**config.mk**
```make
export PLATFORM = sky130hd
export DESIGN_NAME = acc_cpu_core
export DESIGN_NICKNAME = d
export VERILOG_FILES = /design/src/rtl/acc_cpu_pkg.sv /design/src/rtl/acc_cpu_decode.sv /design/src/rtl/acc_cpu_alu.sv /design/src/rtl/acc_cpu_core.sv
export SDC_FILE = /design/constraint.sdc
export NUM_CORES = 1
export LEC_CHECK = 0
export ABC_AREA = 1
export BUFFER_PORTS_ARGS = -buffer_cell sky130_fd_sc_hd__clkbuf_2
export CORE_ASPECT_RATIO = 1.2
export CORE_MARGIN = 5
export CORE_UTILIZATION = 40
export CTS_BUF_LIST = sky130_fd_sc_hd__clkbuf_8
export DETAILED_ROUTE_END_ITERATION = 12
export GPL_TIMING_DRIVEN = 0
export PLACE_DENSITY = 0.58
export SLEW_MARGIN = 25
export SYNTH_ARGS = -nofsm -noshare
export SYNTH_HDL_FRONTEND = slang
export SYNTH_HIERARCHICAL = 1
export SYNTH_SLANG_ARGS = --single-unit
```
**constraint.sdc**
```tcl
create_clock -name clk -period 4 [get_ports clk]
set_clock_uncertainty 0.05 [all_clocks]
set_input_delay 0.8 -clock clk [delete_from_list [all_inputs] [get_ports clk]]
set_output_delay 0.8 -clock clk [all_outputs]
set_load 0.1 [all_outputs]
```
**src/rtl/acc_cpu_pkg.sv**
```systemverilog
package acc_cpu_pkg;

    typedef enum logic [3:0] {
        ST_FADDR, ST_FWAIT, ST_FCAP, ST_IR, ST_DEC,
        ST_OADDR, ST_OWAIT, ST_OCAP, ST_IADDR, ST_WB,
        ST_ALU, ST_JMP, ST_SADDR, ST_SDATA, ST_SWR, ST_HALT
    } state_e;

    typedef enum logic [2:0] {
        K_LDA, K_LDX, K_SUB, K_STA, K_JLE, K_BAD
    } kind_e;

    localparam logic [7:0] OPC_LDA = 8'h10;
    localparam logic [7:0] OPC_SUB = 8'h20;
    localparam logic [7:0] OPC_LDX = 8'h30;
    localparam logic [7:0] OPC_STA = 8'h50;
    localparam logic [7:0] OPC_JLE = 8'h90;

endpackage

```
**src/rtl/acc_cpu_decode.sv**
```systemverilog
module acc_cpu_decode
    import acc_cpu_pkg::*;
#(
    parameter int OP_W = 8
) (
    input  logic [OP_W-1:0] opcode,
    output kind_e           kind,
    output logic            indirect
);
    logic [OP_W-1:0] base;

    always_comb begin
        // the low opcode bit is the indirect flag; the rest names the operation
        base     = {opcode[OP_W-1:1], 1'b0};
        indirect = opcode[0];
        kind     = K_BAD;
        if (base == OP_W'(OPC_LDA))      kind = K_LDA;
        else if (base == OP_W'(OPC_LDX)) kind = K_LDX;
        else if (opcode == OP_W'(OPC_SUB)) kind = K_SUB;
        else if (opcode == OP_W'(OPC_STA)) kind = K_STA;
        else if (opcode == OP_W'(OPC_JLE)) kind = K_JLE;
        else kind = K_BAD;
    end
endmodule

```
**src/rtl/acc_cpu_alu.sv**
```systemverilog
module acc_cpu_alu #(
    parameter int DATA_W = 8
) (
    input  logic [DATA_W-1:0] acc,
    input  logic [DATA_W-1:0] xval,
    output logic [DATA_W-1:0] diff,
    output logic              le_zero
);
    always_comb begin
        diff    = acc - xval;
        le_zero = acc[DATA_W-1] | (acc == '0);
    end
endmodule

```
**src/rtl/acc_cpu_core.sv**
```systemverilog
module acc_cpu_core
    import acc_cpu_pkg::*;
#(
    parameter int               ADDR_W    = 8,
    parameter int               OP_W      = 8,
    parameter logic [ADDR_W-1:0] RESET_VEC = 8'h05
) (
    input  logic                   clk,
    input  logic                   rst_n,
    output logic [ADDR_W-1:0]      mem_addr,
    output logic [OP_W+ADDR_W-1:0] mem_wdata,
    output logic                   mem_we,
    input  logic [OP_W+ADDR_W-1:0] mem_rdata,
    output logic                   halt
);
    localparam int WORD_W = OP_W + ADDR_W;
    localparam int DATA_W = ADDR_W;

    typedef struct packed {
        state_e              st;
        logic [ADDR_W-1:0]   pc;
        logic [ADDR_W-1:0]   mar;
        logic [WORD_W-1:0]   mdr;
        logic [WORD_W-1:0]   ir;
        logic [DATA_W-1:0]   acc;
        logic [DATA_W-1:0]   xr;
        logic                ind;
    } regs_t;

    regs_t r_q, r_d;

    kind_e             kind;
    logic              ind_sel;
    logic [DATA_W-1:0] diff;
    logic              le_zero;
    logic [ADDR_W-1:0] operand;

    assign operand = r_q.ir[ADDR_W-1:0];

    acc_cpu_decode #(.OP_W(OP_W)) i_dec (
        .opcode   (r_q.ir[WORD_W-1:ADDR_W]),
        .kind     (kind),
        .indirect (ind_sel)
    );

    acc_cpu_alu #(.DATA_W(DATA_W)) i_alu (
        .acc     (r_q.acc),
        .xval    (r_q.xr),
        .diff    (diff),
        .le_zero (le_zero)
    );

    always_comb begin
        r_d = r_q;
        unique case (r_q.st)
            ST_FADDR: begin r_d.mar = r_q.pc; r_d.st = ST_FWAIT; end
            ST_FWAIT: r_d.st = ST_FCAP;
            ST_FCAP:  begin r_d.mdr = mem_rdata; r_d.st = ST_IR; end
            ST_IR:    begin r_d.ir = r_q.mdr; r_d.st = ST_DEC; end
            ST_DEC: begin
                r_d.pc  = r_q.pc + ADDR_W'(1);
                r_d.ind = ind_sel;
                case (kind)
                    K_LDA, K_LDX: r_d.st = ST_OADDR;
                    K_SUB:        r_d.st = ST_ALU;
                    K_JLE:        r_d.st = ST_JMP;
                    K_STA:        r_d.st = ST_SADDR;
                    default:      r_d.st = ST_HALT;
                endcase
            end
            ST_OADDR: begin r_d.mar = operand; r_d.st = ST_OWAIT; end
            ST_OWAIT: r_d.st = ST_OCAP;
            ST_OCAP: begin
                r_d.mdr = mem_rdata;
                r_d.st  = r_q.ind ? ST_IADDR : ST_WB;
            end
            ST_IADDR: begin
                r_d.mar = r_q.mdr[ADDR_W-1:0];
                r_d.ind = 1'b0;
                r_d.st  = ST_OWAIT;
            end
            ST_WB: begin
                if (kind == K_LDX) r_d.xr  = r_q.mdr[DATA_W-1:0];
                else               r_d.acc = r_q.mdr[DATA_W-1:0];
                r_d.st = ST_FADDR;
            end
            ST_ALU: begin r_d.acc = diff; r_d.st = ST_FADDR; end
            ST_JMP: begin
                if (le_zero) r_d.pc = operand;
                r_d.st = ST_FADDR;
            end
            ST_SADDR: begin r_d.mar = operand; r_d.st = ST_SDATA; end
            ST_SDATA: begin r_d.mdr = {{OP_W{1'b0}}, r_q.acc}; r_d.st = ST_SWR; end
            ST_SWR:   r_d.st = ST_FADDR;
            ST_HALT:  r_d.st = ST_HALT;
            default:  r_d.st = ST_HALT;
        endcase
    end

    always_ff @(posedge clk or negedge rst_n) begin
        if (!rst_n) begin
            r_q     <= '0;
            r_q.st  <= ST_FADDR;
            r_q.pc  <= RESET_VEC;
        end else begin
            r_q <= r_d;
        end
    end

    assign mem_addr  = r_q.mar;
    assign mem_wdata = r_q.mdr;
    assign mem_we    = (r_q.st == ST_SWR);
    assign halt      = (r_q.st == ST_HALT);


    fetch_addr_chk: assert property (@(posedge clk) disable iff (!rst_n)
        (r_q.st == ST_FCAP) |-> (mem_addr == r_q.pc));


    pc_step_chk: assert property (@(posedge clk) disable iff (!rst_n)
        (r_q.st == ST_DEC) |=> (r_q.pc == $past(r_q.pc) + ADDR_W'(1)));


    lda_load_chk: assert property (@(posedge clk) disable iff (!rst_n)
        (r_q.st == ST_WB && kind == K_LDA) |=> (r_q.acc == $past(r_q.mdr[DATA_W-1:0])));


    ldx_keeps_acc_chk: assert property (@(posedge clk) disable iff (!rst_n)
        (r_q.st == ST_WB && kind == K_LDX) |=> $stable(r_q.acc));


    jle_taken_chk: assert property (@(posedge clk) disable iff (!rst_n)
        (r_q.st == ST_JMP && le_zero) |=> (r_q.pc == $past(operand)));


    jle_kept_chk: assert property (@(posedge clk) disable iff (!rst_n)
        (r_q.st == ST_JMP && !le_zero) |=> $stable(r_q.pc));


    store_data_chk: assert property (@(posedge clk) disable iff (!rst_n)
        mem_we |-> (mem_wdata == {{OP_W{1'b0}}, r_q.acc}) && (mem_addr == operand));


    store_single_chk: assert property (@(posedge clk) disable iff (!rst_n)
        mem_we |=> !mem_we);


    halt_freeze_chk: assert property (@(posedge clk) disable iff (!rst_n)
        halt |=> halt && !mem_we && $stable(mem_addr));

endmodule

```
; ---- After elaboration in Yosys (flattened, before gate mapping)
; Cells that the tools add are included.
[totals]
register_bits = 69
input_bits = 18
output_inout_bits = 26
wordCells = 68
[classes]
addsub = 2
n_eq_ne = 26
mux = 15
bitwise = 1
n_reduce_logical = 16
[op_table]
columns = operator, count
row1 = $pmux 4 s12, 1
row2 = $eq 4x4->1 const B, 8
row3 = $pmux 16 s2, 1
row4 = $pmux 8 s2, 2
row5 = $pmux 8 s3, 1
row6 = $eq 4x3->1 const B, 4
row7 = $mux 8, 2
row8 = $pmux 4 s4, 1
row9 = $mux 3, 4
row10 = $add 8x1->8 const B, 1
row11 = $eq 4x2->1 const B, 2
row12 = $eq 8x6->1 const B, 1
row13 = $eq 8x7->1 const B, 1
row14 = $eq 8x8->1 const B, 1
row15 = $logic_not 8->1, 1
row16 = $reduce_bool 2->1, 4
row17 = $reduce_or 2->1, 4
row18 = $sub 8x8->8, 1
row19 = $eq 7x4->1 const B, 1
row20 = $eq 7x5->1 const B, 1
row21 = $eq 3x2->1 const B, 2
row22 = $reduce_and 2->1, 3
row23 = $eq 4x1->1 const B, 1
row24 = $logic_not 4->1, 1
row25 = other kinds (10), 11

; ---- Longest topological paths before layout
[logic_depth]
ltp_word = 10
ltp_mapped = 13
depth_no_buf = 13

; ---- Cells and area by module
; Netlist, hierarchy kept.
[by_module_without_submodules]
columns = mod, instances, cells_each, area_each_um2, seq_area_each_um2
row1 = acc_cpu_core, 1, 446, 3509.6, 1729.2
row2 = acc_cpu_alu, 1, 67, 387.9, 0.0
row3 = acc_cpu_decode, 1, 31, 148.9, 0.0

; ---- Worst setup path after synthesis
; OpenSTA, ideal clock, no wires.
[synth_path]
path_type = register to output
from = register r_q[65] in the netlist's numbering
to = output mem_we
arrival_ns = 1.940
t_required_ns = 3.150
setup_slack_ns = 1.210
stages_incl_launch_ff = 4
n_path_buf = 0
path_cell_list = dfrtp_1 -> inv_2 -> nand2_1 -> nor2_1
[synth_between]
elab_chain_cells = 1
[synth_rtl]
columns = item, line_no
row1 = "start, declared", acc_cpu_core.sv:30  ; regs_t r_q, r_d;
row2 = "start signal, assigned", acc_cpu_core.sv:106  ; r_q <= r_d;
row3 = $eq 4x4->1, acc_cpu_core.sv:112  ; assign mem_we = (r_q.st == ST_SWR);
row4 = "end, declared", acc_cpu_core.sv:12  ; output logic mem_we,
; No other way between the ends.

; ---- Worst setup path after layout
; Ends and elaborated chain as after synthesis.

==> flow_metrics.env <==
export IMPL_result_of_the_run="finished clean"
export IMPL_synth_async_reset_ratio_pct=100
export IMPL_rsz_0062_raised_after_global_routing="no"
export IMPL_ys_seq_elements=69
export IMPL_timing_final_max_slew_violations=0
export IMPL_die_h_microns=120
export IMPL_sequential_element_share_of_the_synthesized_area_pct=42.7
export IMPL_ios=44
export IMPL_clkSinkCount=69
export IMPL_clock_tree_root_cell="sky130_fd_sc_hd__clkbuf_8"
export IMPL_synth_top_cells_by_count="165 x sky130_fd_sc_hd__nand2_1, 67 x sky130_fd_sc_hd__dfrtp_1, 53 x sky130_fd_sc_hd__nor2_1"
export IMPL_worstSkewPairLatency_ns=0.36
export IMPL_nNetsFinal=626
export IMPL_route_final_wire_length_microns=9830
export IMPL_slew_limit_headroom_pct=63.7
export IMPL_final_period_minus_worst_setup_slack_ns=2.59
export IMPL_cp_max_fo=5
export IMPL_tns_ns=0
export IMPL_cp_required_ns=3.15
export IMPL_insertedDiodeCount=0
export IMPL_peak_freq_mhz=385
export IMPL_crit_arrival_ns=1.74
export IMPL_fin_crit_sh_pct=64.9
export IMPL_utilization_pct=46.9
export IMPL_yosys_cell_count_top_type="sky130_fd_sc_hd__nand2_1"
export IMPL_number_of_nets_still_failing_antenna_checks_after_routing=0
export IMPL_ctsHoldBuffers=0
export IMPL_criticalPathCategory="reg -> out"
export IMPL_cts_made_buffers=9
export IMPL_hold_viol_final=0
export IMPL_post_synth_inst_count=544
export IMPL_layout_drive_gt1_share_pct=21.5
export IMPL_grt_use_total_pct=17.7
export IMPL_grt_first_pass_wirelength_microns=16900
export IMPL_postCtsSetupBuffers=0
export IMPL_final_setup_violating_endpoints=0
export IMPL_cts_max_level=3
export IMPL_critPathCaptureType="output port"
export IMPL_crit_path_start_kind="flop"
export IMPL_synthDominantCellAreaShare_pct=41.4
export IMPL_fillerInstances=1039
export IMPL_placeable_core_region_sq_um=9960
export IMPL_synth_largest_area_cell="sky130_fd_sc_hd__dfrtp_1"
export IMPL_clock_path_buffers=2
export IMPL_rows=40
export IMPL_die_x_microns=102
export IMPL_postCtsResizedCells=0
export IMPL_floorplan_initialDensity_pct=40.6
export IMPL_areaGrowthSynthToFinish_pct=15.3
export IMPL_post_synthesis_net_count=571
export IMPL_ys_warn_count=6
export IMPL_firstDrtPassIters=5
export IMPL_clk_transition_reported_paths_ns=0.08
export IMPL_regToRegSetupSlack_ns=1.80
export IMPL_grt_pass1_vias=3511
export IMPL_synth_area_leaders="sky130_fd_sc_hd__dfrtp_1 41%, sky130_fd_sc_hd__nand2_1 15%, sky130_fd_sc_hd__buf_4 5.4%"
export IMPL_dr_total_vias=3519
export IMPL_vias_per_cell=4.82
export IMPL_synth_edff_count=0
export IMPL_reg2regPathDepth=12
export IMPL_yosysUniqueCellTypes=31
export IMPL_syn_mean_instance_area_sq_um=7.44
export IMPL_gp_routability_congestion=0.860
export IMPL_dpl_hpwl_microns=7450
export IMPL_grt_antenna_before_repair=0
export IMPL_dominantRegCellSynth="sky130_fd_sc_hd__dfrtp_1"
export IMPL_drv_max_cap_violation_count=0
export IMPL_grt_max_degree=39
export IMPL_tritoncts="done"
export IMPL_globalRoute_totalOverflow=0
export IMPL_routed_wire_length_per_instance_microns=13.5
export IMPL_worst_pin_slew_ns=0.546
export IMPL_dr_first_iter_drc_count=138
export IMPL_hold_path_class="in -> async"
export IMPL_drc_errors=0
export IMPL_floorplan_die_area_sq_um=12200
export IMPL_syn_cell_area_sq_um=4050
export IMPL_numPortBuffers=43
-- area by class of cell --
type	instances	area [sq um]	share of cell area, %
Multi-Input combinational cell	378	1840	39.4
Sequential cell	69	1730	37.1
Buffer	37	253	5.42
Timing Repair Buffer	44	238	5.09
Inverter	60	225	4.83
Tap cell	126	158	3.38
Clock buffer	11	151	3.24
Clock inverter	5	73.8	1.58
-- stage by stage --
stage	setup slack, ns	instances	hold WS (ns)	cell area, sq um
2_1_floorplan	1.21	544	0.400	4050
3_3_place_gp	1.51	713	0.418	4420
3_5_place_dp	1.79	714	0.422	4440
4_1_cts	1.40	730	0.372	4670
5_1_grt	1.30	730	0.390	4670
6_report	1.41	730	0.356	4670
-- worst max-delay path: stages (launching register included) --
cell	delay [ns]
sky130_fd_sc_hd__dfrtp_1	0.43
sky130_fd_sc_hd__inv_2	0.10
sky130_fd_sc_hd__nand2_1	0.18
sky130_fd_sc_hd__nor2_1	0.19
sky130_fd_sc_hd__clkbuf_2	0.48
-- sequential cells by signal, summed over array words and instances, names as in the netlist --
| signal | count |
|---|---|
| r_q | 37 |
| mem_wdata | 16 |
| operand | 8 |
| mem_addr | 8 |
-- cell usage in the layout (no fill, tap or decap), types with 6 or more instances in the layout --
master / n
sky130_fd_sc_hd__a21oi_1: 9
sky130_fd_sc_hd__buf_4: 29
sky130_fd_sc_hd__clkbuf_2: 42
sky130_fd_sc_hd__clkbuf_8: 11
sky130_fd_sc_hd__dfrtp_1: 67
sky130_fd_sc_hd__ha_1: 8
sky130_fd_sc_hd__inv_1: 50
sky130_fd_sc_hd__inv_2: 11
sky130_fd_sc_hd__nand2_1: 165
sky130_fd_sc_hd__nand2_2: 10
sky130_fd_sc_hd__nand3_1: 43
sky130_fd_sc_hd__nor2_1: 53
sky130_fd_sc_hd__nor2_4: 6
sky130_fd_sc_hd__o21ai_0: 35
sky130_fd_sc_hd__o21ai_1: 18
-- path summary, 6_finish.rpt --
check,from,to
max reg2reg,r_q[30],r_q[1]
min reg2reg,mem_addr[3],mem_addr[3]
min in group clk,mem_addr[3],mem_addr[3]
min,rst_n,mem_wdata[10]
max,r_q[65],mem_we
max in group asynchronous,rst_n,mem_addr[2]
-- metal layers --
metal | wire length (microns) | global-route usage, %
met1 | 4310 | 22.7
met2 | 4810 | 29.4
met3 | 498 | 3.17
met4 | 210 | 6.73
met5 | 0 | 0
-- cells by family (layout without fill, tap and decap cells) --
family                     count (synthesis)  count (layout)  synth area share (%)
and+or+nand+nor                          295             295                  31.9
AOI/OAI and AO/OA                         67              67                  8.91
adders and majority gates                  9               9                  2.97
DFF                                       69              69                  42.7
xor gates and xnor gates                   7               7                  1.70
buffers and inverters                     97             157                  11.8
Power is not shown: default switching activity piles up to over one toggle a cycle in this logic, so the estimate is an artifact.
